[config.mk]
export PLATFORM = sky130hd
export DESIGN_NAME = ea_unit
export DESIGN_NICKNAME = d
export VERILOG_FILES = /design/src/rtl/ea_pkg.sv /design/src/rtl/ea_mode_decode.sv /design/src/rtl/ea_addr_gen.sv /design/src/rtl/ea_out_stage.sv /design/src/rtl/ea_unit.sv
export SDC_FILE = /design/constraint.sdc
export NUM_CORES = 1
export LEC_CHECK = 0
export BUFFER_PORTS_ARGS = -buffer_cell sky130_fd_sc_hd__buf_2
export CORE_MARGIN = 3
export CORE_UTILIZATION = 55
export DETAILED_ROUTE_END_ITERATION = 10
export HOLD_SLACK_MARGIN = 0.06
export PLACE_DENSITY = 0.84
export SLEW_MARGIN = 10
export SYNTH_ARGS = -nofsm -noshare
export SYNTH_HDL_FRONTEND = slang
export SYNTH_SLANG_ARGS = --single-unit
[constraint.sdc]
create_clock -name clk -period 4.7 [get_ports clk]
set_clock_uncertainty 0.1 [all_clocks]
set_input_delay 0.94 -clock clk [delete_from_list [all_inputs] [get_ports clk]]
set_output_delay 0.94 -clock clk [all_outputs]
set_load 0.005 [all_outputs]
[src/rtl/ea_pkg.sv]
package ea_pkg;

  localparam int BYTE_W = 8;
  localparam int RIDX_W = 3;
  localparam int MODE_W = 3;
  localparam int ELEN_W = 2;
  localparam int ILEN_W = 3;

  typedef enum logic [MODE_W-1:0] {
    MD_REG     = 3'd0,
    MD_PREDEC  = 3'd1,
    MD_POSTINC = 3'd2,
    MD_IND     = 3'd3,
    MD_DISP8   = 3'd4,
    MD_DISP16  = 3'd5,
    MD_IMM     = 3'd6,
    MD_ABS     = 3'd7
  } ea_mode_e;

  typedef struct packed {
    ea_mode_e              mode;
    logic                  word;
    logic [RIDX_W-1:0]     rsel;
    logic [ELEN_W-1:0]     ea_len;
    logic                  illegal;
  } ea_dec_t;

  // leading-byte codes for the non-register modes
  localparam logic [BYTE_W-1:0] LB_IMM_B = 8'h04;
  localparam logic [BYTE_W-1:0] LB_IMM_W = 8'h0C;
  localparam logic [BYTE_W-1:0] LB_ABS_B = 8'h15;
  localparam logic [BYTE_W-1:0] LB_ABS_W = 8'h1D;

endpackage

[src/rtl/ea_mode_decode.sv]
module ea_mode_decode
  import ea_pkg::*;
(
  input  logic [BYTE_W-1:0] lead,
  output ea_dec_t           dec
);

  logic [3:0] hi_nib;
  assign hi_nib = lead[7:4];

  always_comb begin
    dec         = '0;
    dec.mode    = MD_REG;
    dec.word    = lead[3];
    dec.rsel    = lead[RIDX_W-1:0];
    dec.illegal = 1'b0;
    unique case (hi_nib)
      4'hA: begin dec.mode = MD_REG;     dec.ea_len = 2'd1; end
      4'hB: begin dec.mode = MD_PREDEC;  dec.ea_len = 2'd1; end
      4'hC: begin dec.mode = MD_POSTINC; dec.ea_len = 2'd1; end
      4'hD: begin dec.mode = MD_IND;     dec.ea_len = 2'd1; end
      4'hE: begin dec.mode = MD_DISP8;   dec.ea_len = 2'd2; end
      4'hF: begin dec.mode = MD_DISP16;  dec.ea_len = 2'd3; end
      default: begin
        dec.rsel = '0;
        if (lead == LB_IMM_B) begin
          dec.mode = MD_IMM; dec.word = 1'b0; dec.ea_len = 2'd2;
        end else if (lead == LB_IMM_W) begin
          dec.mode = MD_IMM; dec.word = 1'b1; dec.ea_len = 2'd3;
        end else if (lead == LB_ABS_B) begin
          dec.mode = MD_ABS; dec.word = 1'b0; dec.ea_len = 2'd3;
        end else if (lead == LB_ABS_W) begin
          dec.mode = MD_ABS; dec.word = 1'b1; dec.ea_len = 2'd3;
        end else begin
          dec.mode    = MD_REG;
          dec.word    = 1'b0;
          dec.ea_len  = '0;
          dec.illegal = 1'b1;
        end
      end
    endcase
  end

endmodule

[src/rtl/ea_addr_gen.sv]
module ea_addr_gen
  import ea_pkg::*;
#(
  parameter int AW = 16
) (
  input  ea_dec_t              dec,
  input  logic [2*BYTE_W-1:0]  ext,
  input  logic [AW-1:0]        base,
  input  logic                 rmw_write,
  output logic [AW-1:0]        addr,
  output logic [AW-1:0]        imm,
  output logic                 wb_en,
  output logic [AW-1:0]        wb_data
);

  localparam int EXT_W = 2 * BYTE_W;

  logic [AW-1:0] step;
  logic [AW-1:0] disp_s;
  logic [AW-1:0] disp_l;
  logic [AW-1:0] absval;
  logic [AW-1:0] dec_val;
  logic [AW-1:0] inc_val;
  logic signed [BYTE_W-1:0] ext_hi_s;
  logic signed [EXT_W-1:0]  ext_s;

  assign ext_hi_s = ext[EXT_W-1 -: BYTE_W];
  assign ext_s    = ext;
  assign step     = dec.word ? AW'(2) : AW'(1);
  assign disp_s   = AW'(ext_hi_s);
  assign disp_l   = AW'(ext_s);
  assign absval   = AW'(ext);
  assign dec_val  = base - step;
  assign inc_val  = base + step;

  always_comb begin
    addr    = '0;
    imm     = '0;
    wb_en   = 1'b0;
    wb_data = '0;
    if (!dec.illegal) begin
      unique case (dec.mode)
        MD_REG:     addr = '0;
        MD_PREDEC: begin
          addr    = dec_val;
          wb_en   = 1'b1;
          wb_data = dec_val;
        end
        MD_POSTINC: begin
          addr    = base;
          wb_en   = !rmw_write;
          wb_data = inc_val;
        end
        MD_IND:     addr = base;
        MD_DISP8:   addr = base + disp_s;
        MD_DISP16:  addr = base + disp_l;
        MD_IMM:     imm  = dec.word ? absval : AW'(ext[EXT_W-1 -: BYTE_W]);
        MD_ABS:     addr = absval;
        default:    addr = '0;
      endcase
    end
  end

endmodule

[src/rtl/ea_out_stage.sv]
module ea_out_stage #(
  parameter int W = 8
) (
  input  logic         clk,
  input  logic         rst_n,
  input  logic         up_valid,
  output logic         up_ready,
  input  logic [W-1:0] up_data,
  output logic         dn_valid,
  input  logic         dn_ready,
  output logic [W-1:0] dn_data
);

  assign up_ready = !dn_valid || dn_ready;

  always_ff @(posedge clk) begin
    if (!rst_n) begin
      dn_valid <= 1'b0;
      dn_data  <= '0;
    end else if (up_ready) begin
      dn_valid <= up_valid;
      if (up_valid) dn_data <= up_data;
    end
  end

endmodule

[src/rtl/ea_unit.sv]
module ea_unit
  import ea_pkg::*;
#(
  parameter int AW = 16
) (
  input  logic              clk,
  input  logic              rst_n,
  input  logic              in_valid,
  output logic              in_ready,
  input  logic [7:0]        in_first,
  input  logic [15:0]       in_ext,
  input  logic [1:0]        in_tail,
  input  logic              in_rmw_write,
  output logic [2:0]        rf_rd_idx,
  input  logic [AW-1:0]     rf_rd_data,
  output logic              out_valid,
  input  logic              out_ready,
  output logic [2:0]        out_mode,
  output logic              out_word,
  output logic [2:0]        out_reg,
  output logic [1:0]        out_ea_len,
  output logic [2:0]        out_insn_len,
  output logic              out_illegal,
  output logic [AW-1:0]     out_addr,
  output logic [AW-1:0]     out_imm,
  output logic              out_wb_en,
  output logic [AW-1:0]     out_wb_data
);

  localparam int PW = MODE_W + 1 + RIDX_W + ELEN_W + ILEN_W + 1 + 3*AW + 1;

  ea_dec_t       dec;
  logic [AW-1:0] g_addr, g_imm, g_wbd;
  logic          g_wbe;
  logic [ILEN_W-1:0] ilen;
  logic [PW-1:0] pay_in, pay_out;

  ea_mode_decode u_dec (
    .lead (in_first),
    .dec  (dec)
  );

  assign rf_rd_idx = in_first[RIDX_W-1:0];

  ea_addr_gen #(.AW(AW)) u_gen (
    .dec       (dec),
    .ext       (in_ext),
    .base      (rf_rd_data),
    .rmw_write (in_rmw_write),
    .addr      (g_addr),
    .imm       (g_imm),
    .wb_en     (g_wbe),
    .wb_data   (g_wbd)
  );

  assign ilen = dec.illegal ? '0
              : ILEN_W'(dec.ea_len) + ILEN_W'(1) + ILEN_W'(in_tail);

  assign pay_in = {dec.mode, dec.word, dec.rsel, dec.ea_len, ilen,
                   dec.illegal, g_addr, g_imm, g_wbe, g_wbd};

  ea_out_stage #(.W(PW)) u_out (
    .clk      (clk),
    .rst_n    (rst_n),
    .up_valid (in_valid),
    .up_ready (in_ready),
    .up_data  (pay_in),
    .dn_valid (out_valid),
    .dn_ready (out_ready),
    .dn_data  (pay_out)
  );

  assign {out_mode, out_word, out_reg, out_ea_len, out_insn_len,
          out_illegal, out_addr, out_imm, out_wb_en, out_wb_data} = pay_out;

endmodule

== Yosys cells after proc, flatten, opt, wreduce, memory -nomap -nowiden ==
Cells that the tools add are included.
Word-level totals
  register bits: 63
  output and inout bits: 67
  logic and storage cells: 59
Operators by class
  add/subtract/negate cells: 6
  eq/ne operators: 17
  muxes and demuxes: 27
  reductions and logical operators: 7
Operators with widths (number)
  two-way mux 16 bit: 5
  case mux 16 bit (5 select lines): 1
  adder 16 bit: 3
  case mux 16 bit (2 select lines): 1
  equality test 4 bit (second input constant): 6
  two-way mux 4 bit: 5
  case mux 3 bit (6 select lines): 1
  equality test 8 x 5 -> 1 bit (second input constant): 2
  subtractor 16 bit: 1
  equality test 3 bit (second input constant): 4
  two-way mux 2 bit: 5
  equality test 8 x 3 -> 1 bit (second input constant): 1
  equality test 8 x 4 -> 1 bit (second input constant): 1
  equality test 3 x 2 -> 1 bit (second input constant): 2
  two-way mux 1 bit: 6
  case mux 2 bit (3 select lines): 1
  OR reduction 6 bit: 1
  OR reduction 4 bit: 1
  adder 2 x 1 -> 3 bit (second input constant): 1
  adder 3 x 2 -> 3 bit: 1
  equality test 3 x 1 -> 1 bit (second input constant): 1
  two-way mux 3 bit: 1
  zero test 1 bit: 2
  case mux 1 bit (2 select lines): 1
  other kinds (3): 3

== Depth between registers and ports, before layout ==
  depth in word-level cells: 10
  depth in mapped cells: 15
  mapped depth without buffers: 12

== By module ==
Synthesis repeated with hierarchy kept, for this count alone.
Second synthesis, totals
  cell total of the unflattened synthesis: 727
  area total of the unflattened synthesis: 5418.9 sq um
Modules (own cells, without submodules)
  ea_addr_gen: instances 1, cells each 420, area an instance 2607.5 sq um, sequential area each 0.0 sq um
  ea_out_stage: instances 1, cells each 274, area an instance 2583.7 sq um, sequential area each 1261.2 sq um
  ea_mode_decode: instances 1, cells each 21, area an instance 146.4 sq um, sequential area each 0.0 sq um
  ea_unit: instances 1, cells each 12, area an instance 81.3 sq um, sequential area each 0.0 sq um

== Worst setup path before layout ==
OpenSTA, ideal clock, no wires.
  kind: in2reg
  start: in in_first[6]
  end: reg u_out.dn_data[39]
  library setup time: 0.123 ns
  arrival: 4.222 ns
  setup slack: 0.255 ns
  stages: 13
  buffers on the path: 3
  cells stage by stage: buf_2 -> or4b_4 -> nor3_1 -> o21ai_0 -> buf_2 -> fa_1 -> or4_1 -> clkbuf_1 -> o21ai_0 -> a21oi_1 -> a221oi_1 -> nor2_1 -> a221o_2
Between the ends
  word-level cells in the longest chain between the ends: 10
Ends and longest elaborated chain
  start, declared: line ea_unit.sv:10  | input logic [7:0] in_first,
  equality test 8 x 5 -> 1 bit: line ea_mode_decode.sv:32  | end else if (lead == LB_ABS_W) begin
  two-way mux 4 bit: line ea_mode_decode.sv:32
  two-way mux 4 bit: line ea_mode_decode.sv:30  | end else if (lead == LB_ABS_B) begin
  two-way mux 4 bit: line ea_mode_decode.sv:28  | end else if (lead == LB_IMM_W) begin
  two-way mux 4 bit: line ea_mode_decode.sv:26  | if (lead == LB_IMM_B) begin
  two-way mux 4 bit or case mux 3 bit (6 select lines) (tied branches): line ea_mode_decode.sv:17  | unique case (hi_nib)
  two-way mux 2 bit or equality test 3 x 2 -> 1 bit (tied branches): line ea_addr_gen.sv:29, ea_addr_gen.sv:42
  subtractor 16 bit or OR reduction 2 bit (tied branches)
  case mux 16 bit (5 select lines): line ea_addr_gen.sv:42  | unique case (dec.mode)
  two-way mux 16 bit (*): line ea_addr_gen.sv:41  | if (!dec.illegal) begin
  end signal, assigned: line ea_out_stage.sv:22  | if (up_valid) dn_data <= up_data;
  end, declared: line ea_out_stage.sv:11  | output logic [W-1:0] dn_data
Every way passes the cells marked *; elsewhere a longest branch is shown, timed or not.
A chain may end at the register's enable or synchronous reset.

== Worst setup path in the final report ==
  start: in in_first[5]
  end: reg u_out.dn_data[48]
Same word-level chain as after synthesis.

==> results.cfg <==
[logic_synthesis]
synth_xor_area_share_pct = 4.635
syn_inst = 598
syn_nets = 672
synthAdderAreaFrac_pct = 7.786
synth_compound_area_share_pct = 26.77
synth_edf_count = 0
yosys-top-cells-area = dfxtp_1, ha_1, nand2_1
synth_top_area_share_pct = 26.69
ys_warn_count = 0
muxShareOfSynthArea_pct = 3.999
synth-seq-cells = 63
synth_ff_type = dfxtp_1
yosysSeqAreaShare_pct = 26.69
ys_types = 73
ys_top_cells_by_count = nand2_1, dfxtp_1, o21ai_0
synth-simple-area-share_pct = 23.83
synth_top_family_by_area = compound AO/OA/AOI/OAI gates
synthMostInstantiatedCell = nand2_1
synth_area_um2 = 4725
syn_area_per_cell_um2 = 7.901
async_flop_share_pct = 0
synth_largest_area_cell = dfxtp_1

[cells_and_area]
drive_gt1_share_pct = 23.44
synthToLayoutAreaGrowth_pct = 16.29
fill_cells = 732
layout.cells.non_filler = 796
final_core_util_pct = 66.20
nNetsFinal = 760
antenna_cells = 0

[worst_setup_path]
cp.required_ns = 4.83
reg2reg_from = u_out.dn_valid
rr_endpoint = u_out.dn_data[15]
arrival_ns = 4.26
critPathKind = input pin to flop
crit_path_start = in_first[5]
worstSetupStartpointType = input pin
rrSetupSlack_ns = 2.61
end_kind = flop
ff2ff_path_depth = 6
worst-path-max-fanout = 14

[floorplan]
io_pins = 114
die_h_um = 98.68
start_util_pct = 56.93
row_count = 33
core_area_um2 = 8299
dieArea_um2 = 9738
dieWidth_um = 98.68

[cts]
clk_pin_slew_worst_paths_ns = 0.08
cts_tree = built
clock-root-buffer = clkbuf_8
cts_sinks = 63
cts_buffers = 9
htreeDepth = 3
cts-hold-fix-buffers = 0
clockBufferDepth = 2
post_cts_buffers = 0
clkLatencyLatePin_ns = 0.35
ctsResizeCount = 0

[power]
power.internal_uw = 983.1
p_leak_uw = 0.002364
switching_share_pct = 33.03
pwr-share-comb_pct = 24.5
vdd_ir_drop_max_mv = 0.1537
p_per_area_nw_per_um2 = 267.2
p_sw_uw = 484.8
pwr-share-seq_pct = 37.5
clockPowerShare_pct = 38.1

[routing]
dr.pass1.iters = 6
drtIter0Drc = 653
remaining_drc_errors = 0
wl_mm = 16.77
vias = 5103
antenna_left = 0
avgViaCountPerCell = 6.411
wire_per_inst_um = 21.07

[run_status]
status = finished, final reports clean

[sta]
holdWs_ns = 0.3558
fmax_mhz = 241.8
rsz0062_at_grt = no
period_needed_ns = 4.135
relSlewSlack_pct = 25.99
slew_violations = 0
tns_ns = 0
worstMarginPinSlew_ns = 1.102
hold_viol_final = 0
finalSetupViolations = 0
min_period_over_period_pct = 87.98

[placement]
post-place-cells = 780
hpwl_mm = 12.50
numPortBuffers = 113
gp_congestion = 0.9903

[worst_hold_path]
min_path_cells = 2
hp-class = flop to flop
hp-start = u_out.dn_data[11]
whs_endpoint = u_out.dn_data[11]

[global_routing]
grt_overflow_total = 0
grt_util_all_layers_pct = 33.89
antenna_found_initial = 0
grt_pass1_wl_mm = 26.01
first_global_vias = 4799
grt_max_degree = 50

[job]
cap_violations = 0
[kinds of logic after synthesis]
logic type / after synthesis
compound gates: 182
xor+xnor: 25
flops: 63
buf+inv: 63
mux: 18
simple gates: 220
fa+ha+maj: 27
[area by class of cell]
class | instances | area [um2] | share of cell area (%)
multi-input cells | 472 | 3167 | 57.64
clock inverters | 7 | 102.6 | 1.867
repair buffers | 124 | 648.1 | 11.80
inverters | 16 | 60.06 | 1.093
well taps | 105 | 131.4 | 2.391
clock buffers | 9 | 123.9 | 2.255
flip-flops and latches | 63 | 1261 | 22.96
[sequential cells by signal (all words and copies together), names as in the netlist]
register,flops
u_out.dn_data,62
u_out.dn_valid,1
[how the worst max path moves through the flow]
stage,end,slack (ns),depth (start not counted)
3_3_place_gp,u_out.dn_data[39],0.32,11
4_1_cts,u_out.dn_data[39],0.62,11
5_1_grt,u_out.dn_data[39],0.30,14
2_1_floorplan,u_out.dn_data[39],0.26,13
3_5_place_dp,u_out.dn_data[39],0.26,11
6_report,u_out.dn_data[48],0.57,12
[power groups by stage]
stage	Clock, uW	Sequential (uW)	Combinational, uW
after floorplan	0	563	228
after global placement	0	562	343
after detailed placement	0	562	349
after CTS	564	550	351
after global routing	577	551	392
final	559	550	359
[layer usage]
layer	track usage, %	part of all wire [%]	up-vias
met2	53.41	44	278
met5	3.077	0	-
met4	13.13	3.9	0
li1	-	-	2355
met1	44.38	42	2412
met3	8.634	9.6	58
[critical path: stages]
cell and delay, ns:
buf_2 0.16, or4b_4 0.58, nor3_1 0.33, o21ai_1 0.18
buf_4 0.24, ha_1 0.33, nand2b_1 0.17, nand3_1 0.39
o41ai_2 0.46, a21boi_0 0.14, o41ai_1 0.25, o21ai_1 0.10
[metrics by stage]
step	cell area, um2	setup slack, ns	total power, uW
4_1_cts	5494	0.6160	1464
5_1_grt	5494	0.2978	1519
6_report	5494	0.5652	1468
2_1_floorplan	4725	0.2550	791.4
3_5_place_dp	5268	0.2600	911.1
3_3_place_gp	5268	0.3240	904.7
[cells in the final DEF (no fill, tap or decap), types with 5 or more instances in the layout]
master    netlist  routed
a21boi_0        6       6
mux2_2          7       7
o21ai_0        45      44
o21a_1          8       8
xnor2_1        17      17
mux2i_1        11      11
nand2b_1        5       5
a22oi_1        26      26
nand2_1        73      73
nand3_1        11      11
dfxtp_1        63      63
inv_1          16      16
and2_1         12      12
nor2b_1        29      29
buf_2           6     113
nor3_1         14      14
buf_4           6      11
xor2_1          8       8
o211ai_1        6       6
a31oi_1         5       5
clkbuf_8        0       9
ha_1           23      23
a221o_1         5       5
a221oi_1        8       8
a21oi_1        29      29
nor2_1         41      41
No activity file was read; power rests on OpenSTA's default activity.
